--- src/rtl/ptw_pkg.sv ---
package ptw_pkg;

  typedef enum logic [1:0] {
    KIND_LOAD  = 2'd0,
    KIND_STORE = 2'd1,
    KIND_FETCH = 2'd2,
    KIND_NONE  = 2'd3
  } accessKind_t;

  typedef enum logic [1:0] {
    ST_IDLE,
    ST_ISSUE,
    ST_WAIT,
    ST_DONE
  } walkState_t;

  // strobes from the sequencer to the datapath
  typedef struct packed {
    logic captureReq;
    logic descend;
    logic finishLeaf;
    logic finishPageFault;
    logic finishAccessFault;
  } walkStrobes_t;

  // entry flag positions (decoded by the walker, fixed by table format)
  localparam int FLAG_V = 0;
  localparam int FLAG_R = 1;
  localparam int FLAG_W = 2;
  localparam int FLAG_X = 3;
  localparam int FLAG_U = 4;
  localparam int FLAG_A = 6;
  localparam int FLAG_D = 7;
  localparam int PTE_PPN_LSB = 10;

endpackage

--- src/rtl/ptw_datapath.sv ---
module ptw_datapath
  import ptw_pkg::*;
#(
  parameter int LEVELS       = 5,
  parameter int VPN_BITS     = 9,
  parameter int OFFSET_BITS  = 12,
  parameter int TOP_PPN_BITS = 2,
  parameter int PTE_BYTES_LOG2 = 3,
  localparam int PPN_BITS = TOP_PPN_BITS + VPN_BITS * (LEVELS - 1),
  localparam int PA_BITS  = PPN_BITS + OFFSET_BITS,
  localparam int VA_BITS  = OFFSET_BITS + VPN_BITS * LEVELS,
  localparam int LVL_W    = $clog2(LEVELS)
) (
  input  logic                clk,
  input  logic                rstN,
  input  walkStrobes_t        strb,
  input  logic [63:0]         reqVaddr,
  input  accessKind_t         reqKind,
  input  logic                reqUser,
  input  logic [PPN_BITS-1:0] rootPpn,
  input  logic [63:0]         memRspData,
  output logic                canonicalOk,
  output logic                pteIsPointer,
  output logic                pteFault,
  output logic [PA_BITS-1:0]  memReqAddr,
  output logic [PA_BITS-1:0]  donePaddr,
  output logic                donePageFault,
  output logic                doneAccessFault
);

  logic [VA_BITS-1:0]  vaddrQ;
  accessKind_t         kindQ;
  logic                userQ;
  logic [PPN_BITS-1:0] ppnQ;
  logic [LVL_W-1:0]    levelQ;

  // upper address bits must replicate the top translated bit
  logic [64-VA_BITS:0] upperBits;
  assign upperBits   = reqVaddr[63:VA_BITS-1];
  assign canonicalOk = (&upperBits) || !(|upperBits);

  // index slices of the held virtual address
  logic [VPN_BITS-1:0] vpnField [LEVELS];
  for (genvar g = 0; g < LEVELS; g++) begin : g_vpn
    assign vpnField[g] = vaddrQ[OFFSET_BITS + g*VPN_BITS +: VPN_BITS];
  end

  logic [VPN_BITS-1:0] curVpn;
  assign curVpn = vpnField[levelQ];

  assign memReqAddr = {ppnQ, {OFFSET_BITS{1'b0}}}
                    + (PA_BITS'(curVpn) << PTE_BYTES_LOG2);

  // entry decode
  logic pteV, pteR, pteW, pteX, pteU, pteA, pteD;
  logic [PPN_BITS-1:0] ptePpn;
  assign pteV   = memRspData[FLAG_V];
  assign pteR   = memRspData[FLAG_R];
  assign pteW   = memRspData[FLAG_W];
  assign pteX   = memRspData[FLAG_X];
  assign pteU   = memRspData[FLAG_U];
  assign pteA   = memRspData[FLAG_A];
  assign pteD   = memRspData[FLAG_D];
  assign ptePpn = memRspData[PTE_PPN_LSB +: PPN_BITS];

  logic unusedPteBits;
  assign unusedPteBits = ^{memRspData[63:PTE_PPN_LSB+PPN_BITS],
                           memRspData[PTE_PPN_LSB-1:FLAG_D+1],
                           memRspData[5]};

  // superpage merge and alignment test, one slice per lower level
  logic [LEVELS-2:0]   lowNonZero;
  logic [PPN_BITS-1:0] leafPpn;
  for (genvar g = 0; g < LEVELS - 1; g++) begin : g_slice
    logic belowLeaf;
    assign belowLeaf     = LVL_W'(g) < levelQ;
    assign lowNonZero[g] = belowLeaf && (|ptePpn[g*VPN_BITS +: VPN_BITS]);
    assign leafPpn[g*VPN_BITS +: VPN_BITS] =
      belowLeaf ? vpnField[g] : ptePpn[g*VPN_BITS +: VPN_BITS];
  end
  assign leafPpn[PPN_BITS-1 -: TOP_PPN_BITS] = ptePpn[PPN_BITS-1 -: TOP_PPN_BITS];

  logic permOk, privOk, flagOk, badEncoding, leafFault;
  always_comb begin
    case (kindQ)
      KIND_LOAD:  permOk = pteR;
      KIND_STORE: permOk = pteW;
      KIND_FETCH: permOk = pteX;
      default:    permOk = 1'b0;
    endcase
  end

  assign privOk       = userQ ? pteU : !pteU;
  assign flagOk       = pteA && ((kindQ != KIND_STORE) || pteD);
  assign badEncoding  = !pteV || (!pteR && pteW);
  assign pteIsPointer = pteV && !pteR && !pteW && !pteX;
  assign leafFault    = (|lowNonZero) || !permOk || !privOk || !flagOk;
  assign pteFault     = badEncoding
                      || (pteIsPointer && (levelQ == '0))
                      || (!pteIsPointer && leafFault);

  always_ff @(posedge clk or negedge rstN) begin
    if (!rstN) begin
      vaddrQ          <= '0;
      kindQ           <= KIND_LOAD;
      userQ           <= 1'b0;
      ppnQ            <= '0;
      levelQ          <= '0;
      donePaddr       <= '0;
      donePageFault   <= 1'b0;
      doneAccessFault <= 1'b0;
    end else begin
      if (strb.captureReq) begin
        vaddrQ <= reqVaddr[VA_BITS-1:0];
        kindQ  <= reqKind;
        userQ  <= reqUser;
        ppnQ   <= rootPpn;
        levelQ <= LVL_W'(LEVELS - 1);
      end
      if (strb.descend) begin
        ppnQ   <= ptePpn;
        levelQ <= levelQ - 1'b1;
      end
      if (strb.finishLeaf) begin
        donePaddr       <= {leafPpn, vaddrQ[OFFSET_BITS-1:0]};
        donePageFault   <= 1'b0;
        doneAccessFault <= 1'b0;
      end
      if (strb.finishPageFault) begin
        donePaddr       <= '0;
        donePageFault   <= 1'b1;
        doneAccessFault <= 1'b0;
      end
      if (strb.finishAccessFault) begin
        donePaddr       <= '0;
        donePageFault   <= 1'b0;
        doneAccessFault <= 1'b1;
      end
    end
  end

endmodule

--- src/rtl/ptw_control.sv ---
module ptw_control
  import ptw_pkg::*;
(
  input  logic         clk,
  input  logic         rstN,
  input  logic         reqValid,
  input  logic         canonicalOk,
  input  logic         memRspValid,
  input  logic         pteIsPointer,
  input  logic         pteFault,
  output logic         reqReady,
  output logic         memReqValid,
  output logic         doneValid,
  output walkStrobes_t strb
);

  walkState_t state, nextState;

  always_comb begin
    strb      = '0;
    nextState = state;
    case (state)
      ST_IDLE: begin
        if (reqValid) begin
          strb.captureReq = 1'b1;
          if (!canonicalOk) begin
            strb.finishAccessFault = 1'b1;
            nextState = ST_DONE;
          end else begin
            nextState = ST_ISSUE;
          end
        end
      end
      ST_ISSUE: nextState = ST_WAIT;
      ST_WAIT: begin
        if (memRspValid) begin
          if (pteFault) begin
            strb.finishPageFault = 1'b1;
            nextState = ST_DONE;
          end else if (pteIsPointer) begin
            strb.descend = 1'b1;
            nextState = ST_ISSUE;
          end else begin
            strb.finishLeaf = 1'b1;
            nextState = ST_DONE;
          end
        end
      end
      ST_DONE: nextState = ST_IDLE;
      default: nextState = ST_IDLE;
    endcase
  end

  always_ff @(posedge clk or negedge rstN) begin
    if (!rstN) state <= ST_IDLE;
    else       state <= nextState;
  end

  assign reqReady    = (state == ST_IDLE);
  assign memReqValid = (state == ST_ISSUE);
  assign doneValid   = (state == ST_DONE);

endmodule

--- src/rtl/ptw_five_level.sv ---
module ptw_five_level
  import ptw_pkg::*;
#(
  parameter int LEVELS       = 5,
  parameter int VPN_BITS     = 9,
  parameter int OFFSET_BITS  = 12,
  parameter int TOP_PPN_BITS = 2,
  localparam int PPN_BITS = TOP_PPN_BITS + VPN_BITS * (LEVELS - 1),
  localparam int PA_BITS  = PPN_BITS + OFFSET_BITS
) (
  input  logic                clk,
  input  logic                rstN,
  input  logic                reqValid,
  output logic                reqReady,
  input  logic [63:0]         reqVaddr,
  input  logic [1:0]          reqKind,
  input  logic                reqUser,
  input  logic [PPN_BITS-1:0] rootPpn,
  output logic                memReqValid,
  output logic [PA_BITS-1:0]  memReqAddr,
  input  logic                memRspValid,
  input  logic [63:0]         memRspData,
  output logic                doneValid,
  output logic [PA_BITS-1:0]  donePaddr,
  output logic                donePageFault,
  output logic                doneAccessFault
);

  walkStrobes_t strb;
  logic canonicalOk, pteIsPointer, pteFault;

  ptw_control u_control (
    .clk          (clk),
    .rstN         (rstN),
    .reqValid     (reqValid),
    .canonicalOk  (canonicalOk),
    .memRspValid  (memRspValid),
    .pteIsPointer (pteIsPointer),
    .pteFault     (pteFault),
    .reqReady     (reqReady),
    .memReqValid  (memReqValid),
    .doneValid    (doneValid),
    .strb         (strb)
  );

  ptw_datapath #(
    .LEVELS       (LEVELS),
    .VPN_BITS     (VPN_BITS),
    .OFFSET_BITS  (OFFSET_BITS),
    .TOP_PPN_BITS (TOP_PPN_BITS)
  ) u_datapath (
    .clk             (clk),
    .rstN            (rstN),
    .strb            (strb),
    .reqVaddr        (reqVaddr),
    .reqKind         (accessKind_t'(reqKind)),
    .reqUser         (reqUser),
    .rootPpn         (rootPpn),
    .memRspData      (memRspData),
    .canonicalOk     (canonicalOk),
    .pteIsPointer    (pteIsPointer),
    .pteFault        (pteFault),
    .memReqAddr      (memReqAddr),
    .donePaddr       (donePaddr),
    .donePageFault   (donePageFault),
    .doneAccessFault (doneAccessFault)
  );

endmodule

--- config.mk ---
export PLATFORM = sky130hd
export DESIGN_NAME = ptw_five_level
export DESIGN_NICKNAME = d
export VERILOG_FILES = /design/src/rtl/ptw_pkg.sv /design/src/rtl/ptw_datapath.sv /design/src/rtl/ptw_control.sv /design/src/rtl/ptw_five_level.sv
export SDC_FILE = /design/constraint.sdc
export NUM_CORES = 1
export LEC_CHECK = 0
export CORE_ASPECT_RATIO = 0.6
export CORE_MARGIN = 3
export CORE_UTILIZATION = 25
export DETAILED_ROUTE_END_ITERATION = 6
export DONT_BUFFER_PORTS = 1
export PLACE_DENSITY = 0.41
export SYNTH_ARGS = -nofsm -noshare
export SYNTH_HDL_FRONTEND = slang
export SYNTH_SLANG_ARGS = --single-unit
--- constraint.sdc ---
create_clock -name clk -period 3.4 [get_ports clk]
set_clock_uncertainty 0.05 [all_clocks]
set_input_delay 0.51 -clock clk [delete_from_list [all_inputs] [get_ports clk]]
set_output_delay 0.51 -clock clk [all_outputs]
set_load 0.02 [all_outputs]
# ---- After elaboration in Yosys (flattened, before gate mapping)
# Index checks and enable logic that the tools add are counted.
dict set report word_totals {
  mem_bits_rw 0
  rom_bits 0
  wordCells 105
  reg_bits 155
  latchBits 0
  n_memories 0
  output_inout_bits 105
  input_bits 173
}
dict set report classes {
  n_lt_le_gt_ge 5
  n_div 0
  n_eq_ne 8
  addsub 2
  shifts 0
  reduce_logical 42
  mul 0
  n_bitwise 1
  muxes 38
}
# cell count
set op_table {}
lappend op_table {{$mux W50} 3}
lappend op_table {{$mux W38} 2}
lappend op_table {{$mux W9} 6}
lappend op_table {{$add A50 B12 Y50} 1}
lappend op_table {{$reduce_or A9 Y1} 4}
lappend op_table {{$bmux W9 S3} 1}
lappend op_table {{$mux W1} 14}
lappend op_table {{$mux W2} 6}
lappend op_table {{$mux W3} 4}
lappend op_table {{$logic_and A1 B1 Y1} 11}
lappend op_table {{$logic_not A1 Y1} 10}
lappend op_table {{$logic_or A1 B1 Y1} 8}
lappend op_table {{$pmux W2 S4} 1}
lappend op_table {{$reduce_and A8 Y1} 1}
lappend op_table {{$reduce_or A8 Y1} 1}
lappend op_table {{$eq A2 B2 Y1 const B} 3}
lappend op_table {{$lt A1 B3 Y1 const A} 2}
lappend op_table {{$lt A2 B3 Y1 const A} 2}
lappend op_table {{$eq A2 B1 Y1 const B} 2}
lappend op_table {{$ge A4 B4 Y1 const B} 1}
lappend op_table {{$logic_not A2 Y1} 2}
lappend op_table {{$ne A2 B2 Y1 const B} 2}
lappend op_table {{$not A3 Y4} 1}
lappend op_table {{$reduce_or A4 Y1} 1}
lappend op_table {{other kinds (7)} 7}

# ---- Logic depth before layout (Yosys ltp)
dict set report depth {
  ltp_word 14
  ltp_mapped 10
}

# ---- By module
# Synthesis repeated with hierarchy kept, for this count alone.
dict set report unflattened {
  cells_unflattened 612
  hier_area_um2 7094.3
}
# module area_each_um2 cells_each n_inst
set by_module_without_submodules {}
lappend by_module_without_submodules {ptw_datapath 6905.4 594 1}
lappend by_module_without_submodules {ptw_control 188.9 18 1}

# ---- Worst setup path after synthesis
# Ideal clock, no wire load.
dict set report synth_path {
  path_type {reg2reg}
  start {register u_datapath.levelQ[1]}
  end {register u_datapath.doneAccessFault}
  required_time_ns 3.217
  t_arrival_ns 2.660
  path_slack_ns 0.558
  setup_ns 0.133
  synth_period_minus_slack_ns 2.842
  path_stages_with_launch 11
  path_buffers 4
  cell_sequence {dfrtp_1 buf_4 buf_1 inv_1 ha_1 o21ba_2 o2111a_1 buf_4 a211oi_4 buf_6 o21ai_2}
}
dict set report synth_via {
  elab_chain_len 13
  word_cells_on_any_way 24
}
# element line
set synth_rtl {}
lappend synth_rtl {{start: declaration} ptw_datapath.sv:35} ;# logic [LVL_W-1:0] levelQ;
lappend synth_rtl {{start signal: assignment} ptw_datapath.sv:118} ;# levelQ <= LVL_W'(LEVELS - 1);
lappend synth_rtl {{start signal: assignment} ptw_datapath.sv:122} ;# levelQ <= levelQ - 1'b1;
lappend synth_rtl {{$lt A1 B3 Y1 / $lt A2 B3 Y1 (equally long branches)} ptw_datapath.sv:76} ;# assign belowLeaf = LVL_W'(g) < levelQ;
lappend synth_rtl {{$logic_and A1 B1 Y1} ptw_datapath.sv:77} ;# assign lowNonZero[g] = belowLeaf && (|ptePpn[g*VPN_BITS +: VPN_BITS]);
lappend synth_rtl {{$reduce_or A4 Y1} ptw_datapath.sv:97} ;# assign leafFault = (|lowNonZero) || !permOk || !privOk || !flagOk;
lappend synth_rtl {{$logic_or A1 B1 Y1 (3 in a row)} ptw_datapath.sv:97}
lappend synth_rtl {{$logic_and A1 B1 Y1} ptw_datapath.sv:100} ;# || (!pteIsPointer && leafFault);
lappend synth_rtl {{$logic_or A1 B1 Y1 *} ptw_datapath.sv:100}
lappend synth_rtl {{$mux W1} ptw_control.sv:37} ;# if (pteFault) begin
lappend synth_rtl {{$mux W3 *} ptw_control.sv:36} ;# if (memRspValid) begin
lappend synth_rtl {{$mux W3 *} ptw_control.sv:22} ;# case (state)
lappend synth_rtl {{$mux W1} ptw_datapath.sv:129} ;# if (strb.finishPageFault) begin
lappend synth_rtl {{$mux W1} ptw_datapath.sv:134} ;# if (strb.finishAccessFault) begin
lappend synth_rtl {{end signal: assignment} ptw_datapath.sv:127} ;# doneAccessFault <= 1'b0;
lappend synth_rtl {{end signal: assignment} ptw_datapath.sv:132} ;# doneAccessFault <= 1'b0;
lappend synth_rtl {{end signal: assignment} ptw_datapath.sv:137} ;# doneAccessFault <= 1'b1;
lappend synth_rtl {{end: declaration} ptw_datapath.sv:28} ;# output logic doneAccessFault
# Mark *: on every way between the ends. The rest lies on a longest branch, timed or not.
# A chain may end at the register's enable or synchronous reset.

# ---- Final worst setup path
dict set report layout_path {
  start {register u_datapath.levelQ[2]}
  end {output memReqAddr[3]}
}
dict set report layout_via {
  elab_chain_len 5
}
# element line
set layout_rtl {}
lappend layout_rtl {{$not A3 Y4 (implied by the code)} ptw_datapath.sv:49} ;# assign curVpn = vpnField[levelQ];
lappend layout_rtl {{$bmux W9 S3} ptw_datapath.sv:49}
lappend layout_rtl {{$mux W9 (implied by the code) (2 in a row)} ptw_datapath.sv:49}
lappend layout_rtl {{$add A50 B12 Y50} ptw_datapath.sv:52} ;# + (PA_BITS'(curVpn) << PTE_BYTES_LOG2);
lappend layout_rtl {{end: declaration} ptw_five_level.sv:20} ;# output logic [PA_BITS-1:0] memReqAddr,
# Every way passes these cells. The select of a mux whose other input is x is not followed.

==> flow_metrics.tcl <==
set metrics [dict create \
    io_pins 278 \
    slowest_stage "dfrtp_1" \
    drive_above_1_share_pct 20.3 \
    first_iter_violations 506 \
    reg2reg_slack_ns 0.67 \
    syn_avg_cell_area_sq_um 9.46 \
    hold_ws_ns -0.284 \
    synth.cell_area_sq_um 7780 \
    min_path_type "primary input to async pin" \
    dieArea_sq_um 33300 \
    setup_tns_ns 0 \
    vias 6205 \
    max_cap_viol_count 0 \
    wl_met3_um 2460 \
    max-vdd-ir-drop_v 0.000322 \
    synth.most_common_cell "nand2_1" \
    timing.rr.end "u_datapath.donePaddr[48]" \
    status "finished with violations" \
    clock_latency_ns 0.44 \
    drt_wl_total_um 31200 \
    grt-ovfl-total 0 \
    setup_viol 0 \
    crit_fanout 14 \
    top_layer "met4" \
    yosys_warnings 0 \
    ys_seq_elements 155 \
    postSynthCellCount 822 \
    wl_met1_um 15900 \
    area_delta_synth_final_pct 14.6 \
    yosys.area_share.xor_xnor_pct 0.113 \
    fp.dieW_um 234 \
    yosys-top-cells-count "nand2_1 (259), dfrtp_1 (155), nand3_1 (50), o211ai_1 (50), o21ai_2 (50)" \
    cts_tree "done" \
    fin_cells 1231 \
    synth-compound-area-share_pct 18.3 \
    port_buffers 0 \
    nets 985 \
    ant_nets 0 \
    yosysUniqueCellTypes 50 \
    max_stage_delay_ns 0.74 \
    fin_crit_sh_pct 90.0 \
    cp-start-kind "register" \
    rr_startpoint "u_datapath.levelQ[1]" \
    rsz0062_at_grt "false" \
    worst-path-stages 5 \
    worst_pin_slew_ns 1.04 \
    clk_pin_slew_worst_paths_ns 0.07 \
    slew_headroom_pct 30.4 \
    synth_simple_gate_area_share_pct 19.2 \
    dr.pass1.iters 5 \
    end_kind "output port" \
    worstPathArrival_ns 2.50 \
    grtUsageTotal_pct 18.9 \
    grt_pass1_vias 6137 \
    fin_crit_ns 3.06 \
    design.core.area_sq_um 30300 \
    grt_antenna_before_repair 1 \
    start_util_pct 25.7 \
    crit_path_end "memReqAddr[3]" \
    fmax_mhz 327 \
    path_delay_family "flip-flops" \
    synthArstFlopShare_pct 100 \
    hpwl_um 22500 \
    cts_root_buf "clkbuf_16" \
    synth.area.mux_share_pct 7.54 \
    synth_top_family_by_area "simple AND/OR/NAND/NOR gates" \
    yosysTopAreaCellShare_pct 49.9 \
    finish.utilization_pct 29.4 \
    reg2reg_depth 8 \
    place_inst 1198 \
    synth_adder_area_share_pct 0.482 \
    path_class "register to output port" \
    cp_common_cell "buf_4" \
    synth_edf_count 0 \
    wl_met2_um 12500 \
    power_leakage_nw 3.99 \
    cts_buffer_depth 2 \
    ys_seq_area_share_pct 49.9 \
    cts_inserted_buffers 17 \
    power_mw 7.72 \
    cts.sinks 155 \
    htree_levels 4 \
    place.gp.congestion 0.779 \
    worst-path-buf-inv 2 \
    synth_top_cell_by_area "dfrtp_1" \
    synth_ff_type "dfrtp_1" \
    slew_violations 0 \
    p_per_area_nw_per_um2 866 \
    synth_area_leaders "dfrtp_1 (50%), nand2_1 (12%), o21ai_2 (5.6%)" \
    crit_chain "buf_4 -> nor2b_1 -> a21oi_1 -> o22ai_1 -> buf_4" \
    grt_pass1_wl_um 45100 \
    wl_per_cell_um 25.4 \
    crit_start "u_datapath.levelQ[2]" \
    row_count 49 \
    drc_errors 0 \
    dieHeight_um 143 \
    cp.required_ns 2.84 \
    violations "hold timing" \
    grt_max_degree 156 \
    finalHoldViolCount 155 \
    vias_per_cell 5.04 \
]
[power breakdown]
| group | internal (mW) | switching [mW] |
|---|---|---|
| Clock | 1.19 | 0.859 |
| Sequential | 2.41 | 0.882 |
| Combinational | 0.899 | 1.48 |
| Total | 4.50 | 3.22 |
[what timing repair did]
item,CTS,global route
buffers inserted,0,0
hold endpoints to repair,155,155
setup endpoints to repair,0,0
resized for setup,0,0
[layer usage]
layer  global-route usage, %  up-vias
met2                    25.0      209
li1                        -     2866
met1                    29.2     3111
met3                    6.08       19
met4                    4.54        0
met5                       0        -
[cells by family (layout without fill, tap and decap cells)]
group / count (synthesis) / in the layout
AO/OA/AOI/OAI: 181 / 181
AND/OR/NAND/NOR: 356 / 356
adder cells (fa/ha/maj): 3 / 3
multiplexers: 54 / 54
other: 1 / 4
XOR/XNOR: 1 / 1
flip-flops: 155 / 155
buffers and inverters: 71 / 69
[area by class of cell]
| type | count | area (sq um) |
|---|---|---|
| multi-input cells | 598 | 3620 |
| well taps | 408 | 510 |
| fillers | 3221 | 21400 |
| repair buffers | 34 | 280 |
| flip-flops and latches | 155 | 3880 |
| inverters | 3 | 11.3 |
| clock inverters | 12 | 164 |
| diodes | 1 | 2.50 |
| clock buffers | 20 | 447 |
[state kept, by name, indices dropped and copies added (netlist names)]
register and flops:
u_datapath.doneAccessFault 1, u_datapath.levelQ 3, u_datapath.vaddrQ 57, u_datapath.userQ 1, u_datapath.donePageFault 1, u_datapath.kindQ 2
u_control.state 2, u_datapath.ppnQ 38, u_datapath.donePaddr 50
[worst min-delay path by stage]
stage / from / to / slack, ns / cells past startpoint
after global routing: rstN / u_datapath.ppnQ[24] / -0.33 / 0
after floorplan: rstN / u_control.state[0] / 0.16 / 0
after detailed placement: rstN / u_datapath.vaddrQ[51] / 0.17 / 0
final: rstN / u_datapath.ppnQ[19] / -0.28 / 0
after global placement: rstN / u_datapath.ppnQ[26] / 0.17 / 0
after CTS: rstN / u_datapath.vaddrQ[51] / -0.32 / 0
[through the flow]
stage	cell area, sq um	setup WS, ns
2_1_floorplan	7790	0.558
6_report	8910	0.341
3_5_place_dp	8300	0.564
3_3_place_gp	8300	0.563
4_1_cts	8910	0.268
5_1_grt	8910	0.0729
[layout by cell type, fill, tap and decap left out, drive strengths merged, types with 3 or more instances in the layout]
master	n
a21oi	13
a22oi	41
buf	34
bufinv	3
clkbuf	20
clkinv	5
conb	3
dfrtp	155
ha	3
inv	6
mux2	37
mux2i	17
nand2	259
nand3	50
nor2	18
nor2b	4
nor3	4
nor4	5
o211ai	50
o21ai	53
o22ai	9
[worst register-to-register path, stage by stage, from the launching register on]
cell and delay [ns]:
dfrtp_1 0.60, inv_1 0.19, ha_1 0.26, nor3b_1 0.14, o21bai_1 0.35, o2111a_2 0.41, buf_4 0.36, nand3_1 0.21
o21ai_2 0.09
(Power assumes the default switching activity.)
